===== src/rtl/pio_pkg.sv =====
package pio_pkg;
    localparam int NPORT   = 9;
    localparam int NGRP    = 8;
    localparam int A_GRP   = 9;
    localparam int A_UPPER = 10;
    localparam int A_P8    = 11;

    // Hard-mode strap: port k (1..6) is an output when k <= n.
    function automatic logic [NGRP-1:0] strap_groups(input logic [2:0] n);
        logic [NGRP-1:0] g;
        g[0] = (n >= 3'd1);
        g[1] = (n >= 3'd2);
        g[2] = (n >= 3'd2);
        g[3] = (n >= 3'd3);
        g[4] = (n >= 3'd4);
        g[5] = (n >= 3'd5);
        g[6] = (n >= 3'd5);
        g[7] = (n >= 3'd6);
        return g;
    endfunction
endpackage


===== src/rtl/pio_sync.sv =====
module pio_sync #(
    parameter int W = 8
) (
    input  logic         clk,
    input  logic         rst_n,
    input  logic [W-1:0] d,
    output logic [W-1:0] q
);
    typedef struct packed {
        logic [W-1:0] s1;
        logic [W-1:0] s2;
    } sync_t;

    sync_t st_d, st_q;

    always_comb begin
        st_d    = st_q;
        st_d.s1 = d;
        st_d.s2 = st_q.s1;
    end

    always_ff @(posedge clk or negedge rst_n) begin
        if (!rst_n) st_q <= '0;
        else        st_q <= st_d;
    end

    assign q = st_q.s2;
endmodule


===== src/rtl/pio_bus.sv =====
module pio_bus (
    input  logic clk,
    input  logic rst_n,
    input  logic bus_style,
    input  logic cs_n,
    input  logic rd_rw,
    input  logic wr_en,
    output logic wr_fire,
    output logic rd_drive
);
    typedef struct packed {
        logic strb;
    } bus_t;

    bus_t st_d, st_q;

    always_comb begin
        st_d      = st_q;
        st_d.strb = wr_en;
        if (bus_style) begin
            wr_fire  = !cs_n && !rd_rw && st_q.strb && !wr_en;
            rd_drive = !cs_n && rd_rw && wr_en;
        end else begin
            wr_fire  = !cs_n && !st_q.strb && wr_en;
            rd_drive = !cs_n && !rd_rw;
        end
    end

    always_ff @(posedge clk or negedge rst_n) begin
        if (!rst_n) st_q <= '0;
        else        st_q <= st_d;
    end

    AST_ONE_SHOT_WRITE: assert property (@(posedge clk) disable iff (!rst_n)
        wr_fire ##1 $stable(bus_style) |-> !wr_fire);
    AST_FIRE_NEEDS_CS: assert property (@(posedge clk) disable iff (!rst_n)
        wr_fire |-> !cs_n);
endmodule


===== src/rtl/pio_dir.sv =====
module pio_dir
    import pio_pkg::*;
#(
    parameter int DW = 8
) (
    input  logic                clk,
    input  logic                rst_n,
    input  logic                mode_hard,
    input  logic [2:0]          strap,
    input  logic [DW-1:0]       cr_grp,
    input  logic [DW-1:0]       cr_upper,
    input  logic [DW-1:0]       cr_p8,
    output logic [NPORT*DW-1:0] oe
);
    localparam int HALF = DW / 2;

    logic [NGRP-1:0] grp;
    logic            up7, up9;
    logic [DW-1:0]   bit8;

    always_comb begin
        grp  = mode_hard ? strap_groups(strap) : cr_grp[NGRP-1:0];
        up7  = !mode_hard && cr_upper[0];
        up9  = !mode_hard && cr_upper[1];
        bit8 = mode_hard ? '0 : cr_p8;
    end

    for (genvar p = 0; p < NPORT; p++) begin : g_port
        if (p == 0) begin : g_p1
            assign oe[p*DW +: DW] = {DW{grp[0]}};
        end else if (p == 1) begin : g_p2
            assign oe[p*DW +: DW] = {{HALF{grp[2]}}, {HALF{grp[1]}}};
        end else if (p == 2) begin : g_p3
            assign oe[p*DW +: DW] = {DW{grp[3]}};
        end else if (p == 3) begin : g_p4
            assign oe[p*DW +: DW] = {DW{grp[4]}};
        end else if (p == 4) begin : g_p5
            assign oe[p*DW +: DW] = {{HALF{grp[6]}}, {HALF{grp[5]}}};
        end else if (p == 5) begin : g_p6
            assign oe[p*DW +: DW] = {DW{grp[7]}};
        end else if (p == 6) begin : g_p7
            assign oe[p*DW +: DW] = {DW{up7}};
        end else if (p == 7) begin : g_p8
            assign oe[p*DW +: DW] = bit8;
        end else begin : g_p9
            assign oe[p*DW +: DW] = {DW{up9}};
        end
    end

    AST_HARD_UPPER_IN: assert property (@(posedge clk) disable iff (!rst_n)
        mode_hard |-> oe[NPORT*DW-1:6*DW] == '0);
    AST_P2_NIBBLE_WHOLE: assert property (@(posedge clk) disable iff (!rst_n)
        $countones(oe[DW +: HALF]) == 0 || $countones(oe[DW +: HALF]) == HALF);
endmodule


===== src/rtl/pio_expander.sv =====
module pio_expander
    import pio_pkg::*;
#(
    parameter int DW       = 8,
    parameter int AW       = 4,
    parameter bit RST_HIGH = 1'b1
) (
    input  logic                clk,
    input  logic                rst_n,
    input  logic                mode_hard,
    input  logic                bus_style,
    input  logic [2:0]          strap,
    input  logic                cs_n,
    input  logic                rd_rw,
    input  logic                wr_en,
    input  logic [AW-1:0]       addr,
    input  logic [DW-1:0]       din,
    output logic [DW-1:0]       dout,
    output logic                dout_oe,
    input  logic [NPORT*DW-1:0] port_in,
    output logic [NPORT*DW-1:0] port_out,
    output logic [NPORT*DW-1:0] port_oe
);
    localparam int PW = NPORT * DW;

    typedef struct packed {
        logic [PW-1:0] lat;
        logic [DW-1:0] cr_grp;
        logic [DW-1:0] cr_upper;
        logic [DW-1:0] cr_p8;
    } regs_t;

    regs_t         st_d, st_q;
    logic          wr_fire, rd_drive;
    logic [PW-1:0] pin_s, oe_w, view;
    logic [DW-1:0] rd_data;

    pio_bus u_bus (
        .clk(clk), .rst_n(rst_n), .bus_style(bus_style), .cs_n(cs_n),
        .rd_rw(rd_rw), .wr_en(wr_en), .wr_fire(wr_fire), .rd_drive(rd_drive)
    );

    pio_sync #(.W(PW)) u_sync (
        .clk(clk), .rst_n(rst_n), .d(port_in), .q(pin_s)
    );

    pio_dir #(.DW(DW)) u_dir (
        .clk(clk), .rst_n(rst_n), .mode_hard(mode_hard), .strap(strap),
        .cr_grp(st_q.cr_grp), .cr_upper(st_q.cr_upper), .cr_p8(st_q.cr_p8),
        .oe(oe_w)
    );

    always_comb begin
        st_d = st_q;
        if (wr_fire) begin
            for (int k = 0; k < NPORT; k++) begin
                if (addr == AW'(k)) st_d.lat[k*DW +: DW] = din;
            end
            if (!mode_hard) begin
                if (addr == AW'(A_GRP))   st_d.cr_grp   = din;
                if (addr == AW'(A_UPPER)) st_d.cr_upper = din;
                if (addr == AW'(A_P8))    st_d.cr_p8    = din;
            end
        end
    end

    always_comb begin
        view    = (oe_w & st_q.lat) | (~oe_w & pin_s);
        rd_data = '0;
        for (int k = 0; k < NPORT; k++) begin
            if (addr == AW'(k)) rd_data = view[k*DW +: DW];
        end
        if (addr == AW'(A_GRP))   rd_data = st_q.cr_grp;
        if (addr == AW'(A_UPPER)) rd_data = st_q.cr_upper;
        if (addr == AW'(A_P8))    rd_data = st_q.cr_p8;
    end

    always_ff @(posedge clk or negedge rst_n) begin
        if (!rst_n) begin
            st_q          <= '0;
            st_q.lat      <= {PW{RST_HIGH}};
        end else begin
            st_q <= st_d;
        end
    end

    assign dout     = rd_drive ? rd_data : '0;
    assign dout_oe  = rd_drive;
    assign port_out = st_q.lat;
    assign port_oe  = oe_w;

    AST_LATCH_HOLD: assert property (@(posedge clk) disable iff (!rst_n)
        !wr_fire |=> $stable(port_out));
    AST_HARD_CR_FROZEN: assert property (@(posedge clk) disable iff (!rst_n)
        mode_hard |=> $stable(st_q.cr_grp) && $stable(st_q.cr_p8));
    AST_DRIVE_NEEDS_CS: assert property (@(posedge clk) disable iff (!rst_n)
        dout_oe |-> !cs_n);
    AST_QUIET_BUS_ZERO: assert property (@(posedge clk) disable iff (!rst_n)
        !dout_oe |-> dout == '0);
endmodule


===== config.mk =====
export PLATFORM = sky130hd
export DESIGN_NAME = pio_expander
export DESIGN_NICKNAME = d
export VERILOG_FILES = /design/src/rtl/pio_pkg.sv /design/src/rtl/pio_sync.sv /design/src/rtl/pio_bus.sv /design/src/rtl/pio_dir.sv /design/src/rtl/pio_expander.sv
export SDC_FILE = /design/constraint.sdc
export NUM_CORES = 1
export LEC_CHECK = 0
export ABC_AREA = 1
export BUFFER_PORTS_ARGS = -buffer_cell sky130_fd_sc_hd__buf_4
export CAP_MARGIN = 20
export CORE_AREA = 2 2 204 206
export DETAILED_ROUTE_END_ITERATION = 10
export DIE_AREA = 0 0 206 208
export SLEW_MARGIN = 20
export SYNTH_ARGS = -nofsm -noshare
export SYNTH_HDL_FRONTEND = slang
export SYNTH_SLANG_ARGS = --single-unit

===== constraint.sdc =====
create_clock -name clk -period 4.94 [get_ports clk]
set_clock_uncertainty 0.15 [all_clocks]
set_input_delay 0.494 -clock clk [delete_from_list [all_inputs] [get_ports clk]]
set_output_delay 0.494 -clock clk [all_outputs]
set_load 0.05 [all_outputs]

==> results.txt <==
Num CTS Buffers: 28
Row count: 74
CTS tree: built
Crit path launch type: register
FF-to-FF setup slack: 2.96 ns
Share of cells above drive strength 1: 32.0%
Die ar.: 0.0428 mm^2
DRT Wirelength: 32800 um
Clk pin slew, worst setup/hold paths: 0.06 ns
Core outline area: 0.0406 mm^2
Average instance area after synthesis: 9.58 um^2
Synth Flop Type: dfrtp_1
Final Wtd Congestion: 0.860
CP arrival: 3.07 ns
WP data required: 4.30 ns
Synthesized flop and latch total: 241
Syn Std Cell Area: 0.0104 mm^2
I/O pin cnt: 247
First-pass GRT wire length: 47800 um
Mapped Nets: 1184
Worst hold path type: register to register
Fin crit share: 75.3%
Clk root buf: clkbuf_16
Vias/cell: 4.26
IR drop worst, VDD: 261 uV
Critical path type: register to output pin
PwrDens: 399 mW/mm^2
Deepest clock path buffer count: 3
RR Endpoint: st_q[4]
Final WS setup: 1.22 ns
Slew @ Worst Pin: 0.833 ns
Number of synthesis warnings: 0
Layout fillers: 4136
Initial antenna violation count: 1
# setup viols final: 0
Status: completed
Worst Setup SP: st_q[16]
Top-area cell type share of the netlist area: 40.5%
GRT Total Usage: 14.9%
Sequential cell area fraction in the yosys report: 58.6%
Normalized max-slew margin: 44.3%
Crit path time final: 3.72 ns
Synth unique cells: 39
Layout area overhead: 30.5%
Number of global-route vias before repair: 7709
CTS Sinks: 241
Crit-path slowest cell: dfrtp_1
Most used cell, CP: nand2_1
DRT Pass-1 Iters: 6
Routed Antenna Nets: 0
Initial DRC count: 602
Cts repair resizes: 0
DP Worst Slack: 1.45 ns
CP delay by family, top: simple AND/OR/NAND/NOR gates
Yosys top cell by area: dfrtp_1
Fin util: 33.6%
Ranking of synthesized cells by area: dfrtp_1 41%, dfstp_2 18%, nand2_1 12%
Buf/Inv on CP: 3
Die height: 208 um
Worst Setup EP: dout[1]
Max-slew violations: 0
Port Buffers: 246
Die width: 206 um
Starting density of the core: 25.7%
Setup TNS: 0 ns
Max-Cap Viols: 0
DR WL/cell: 17.8 um
Worst-skew pair later-pin latency: 0.55 ns
Min-delay src: u_sync.st_d[7]
Max Fclk: 0.269 GHz
Static leakage: 6.48 nW
H-tree depth: 1
Cell depth of the worst setup path: 20
Register-to-Register Path Depth: 6
Largest net degree at the start of global routing: 101
Final Hold Viols: 0
FF-to-FF Start: u_bus.st_q
Dpl hpwl: 23500 um
DRC Markers: 0
Share of flip-flops with an asynchronous set or reset: 100%
RSZ-0062 raised after global routing: false
Crit. End Element: output pin
Critical-path cell list: or2_1 -> nand2_4 -> inv_2 -> nand2_1 -> nand2_1 -> nand2_1 -> nand3_1 -> nand2_1 -> nand3_1 -> nand2_1 -> nand2_1 -> nand2_1 -> nand2_1 -> nand2_1 -> nand2_1 -> nand2_1 -> nand3_1 -> nand2_1 -> inv_1 -> buf_4
Vias: 7847
Total gr overflow: 0
Largest stage delay, worst path: 0.43 ns
Cells after synthesis: 1090
Final nets: 1382
Worst-path maximum fanout: 12
Post-synth EDFFs: 0
[placed cells by master (no fill, tap or decap), types with 3 or more instances in the layout]
cell type and instances:
o21ai_1 9, or2_2 4, a21oi_1 12, nand2_2 7, o21ai_0 104, nand3b_1 4, or2_0 4, inv_2 10
dfrtp_1 169, or2_1 6, dfstp_2 72, clkinvlp_4 3, clkbuf_1 7, nor2_8 4, nand2_4 4, nor2_4 5
dlygate4sd3_1 74, clkbuf_16 29, o211ai_1 8, nor2_1 8, buf_4 247, clkbuf_8 8, nand2_1 335, nor2_2 7
nand3_1 84, inv_1 64
[registers in the layout, indices dropped and copies added, names as in the netlist]
name	count
u_sync.q	72
u_sync.st_d	72
u_bus.st_q	1
port_out	72
st_q	24
[logic make-up (layout without fill, tap and decap cells)]
logic type             after synthesis  after routing  share of synthesized area (%)
AOI/OAI and AO/OA                  137            137                           7.00
buffers and inverters              235            455                           13.6
DFF                                241            241                           58.6
other                                0              1                              0
and+or+nand+nor                    477            477                           20.8
[synthesized netlist by cell type (2+ instances only)]
cell	number
a21oi_1	12
buf_2	3
buf_4	129
clkbuf_1	20
clkinv_1	2
dfrtp_1	169
dfstp_2	72
inv_1	64
inv_2	10
nand2_1	335
nand2_2	7
nand2_4	4
nand2_8	2
nand3_1	84
nand3b_1	4
nor2_1	8
nor2_2	7
nor2_4	5
nor2_8	4
o211ai_1	8
o21ai_0	104
o21ai_1	9
or2_0	4
or2_1	6
or2_2	4
[repair_timing]
action | in CTS | in global routing
hold endpoints to repair | 138 | 0
setup buffers | 0 | 0
hold buffers | 74 | 0
[how the worst min path moves through the flow]
stage	end	slack, ns	depth (start not counted)
finish	u_sync.q[7]	0.20	0
global route	u_sync.q[41]	0.20	0
CTS	u_sync.q[32]	0.20	0
detailed placement	u_sync.q[32]	0.18	0
global placement	u_sync.q[60]	0.18	0
floorplan	st_q[0]	0.05	0
[power by group]
| part | switching [mW] | internal [mW] |
|---|---|---|
| logic | 0.714 | 0.315 |
| registers | 0.105 | 2.17 |
| clock network | 0.836 | 1.30 |
[routing by layer]
metal  vias to the layer above  part of all wire, %  track usage, %
met5                         -                    0               0
li1                       3721                    -               -
met4                         0                  3.0            4.38
met1                      3782                   42            19.2
met2                       292                   49            25.4
met3                        52                  6.2            2.77
[final cells by class]
type / count / area, um^2 / area share [%]
multi-input cells: 614 / 2910 / 21.3
flip-flops and latches: 241 / 6120 / 44.9
inverters: 80 / 334 / 2.45
diodes: 1 / 2.50 / 0.0184
repair buffers: 323 / 2630 / 19.3
clock buffers: 44 / 862 / 6.33
well taps: 532 / 666 / 4.89
clock inverters: 8 / 104 / 0.762
[through the flow]
| step | instances | power, mW | hold slack (ns) | cell area, um^2 |
|---|---|---|---|---|
| floorplan | 1090 | 3.02 | 0.0484 | 10400 |
| global placement | 1716 | 3.29 | 0.184 | 11900 |
| detailed placement | 1716 | 3.30 | 0.185 | 11900 |
| CTS | 1842 | 5.50 | 0.198 | 13600 |
| global route | 1843 | 5.66 | 0.199 | 13600 |
| finish | 1843 | 5.44 | 0.197 | 13600 |
Note: power is estimated with default switching activity, not from simulation.
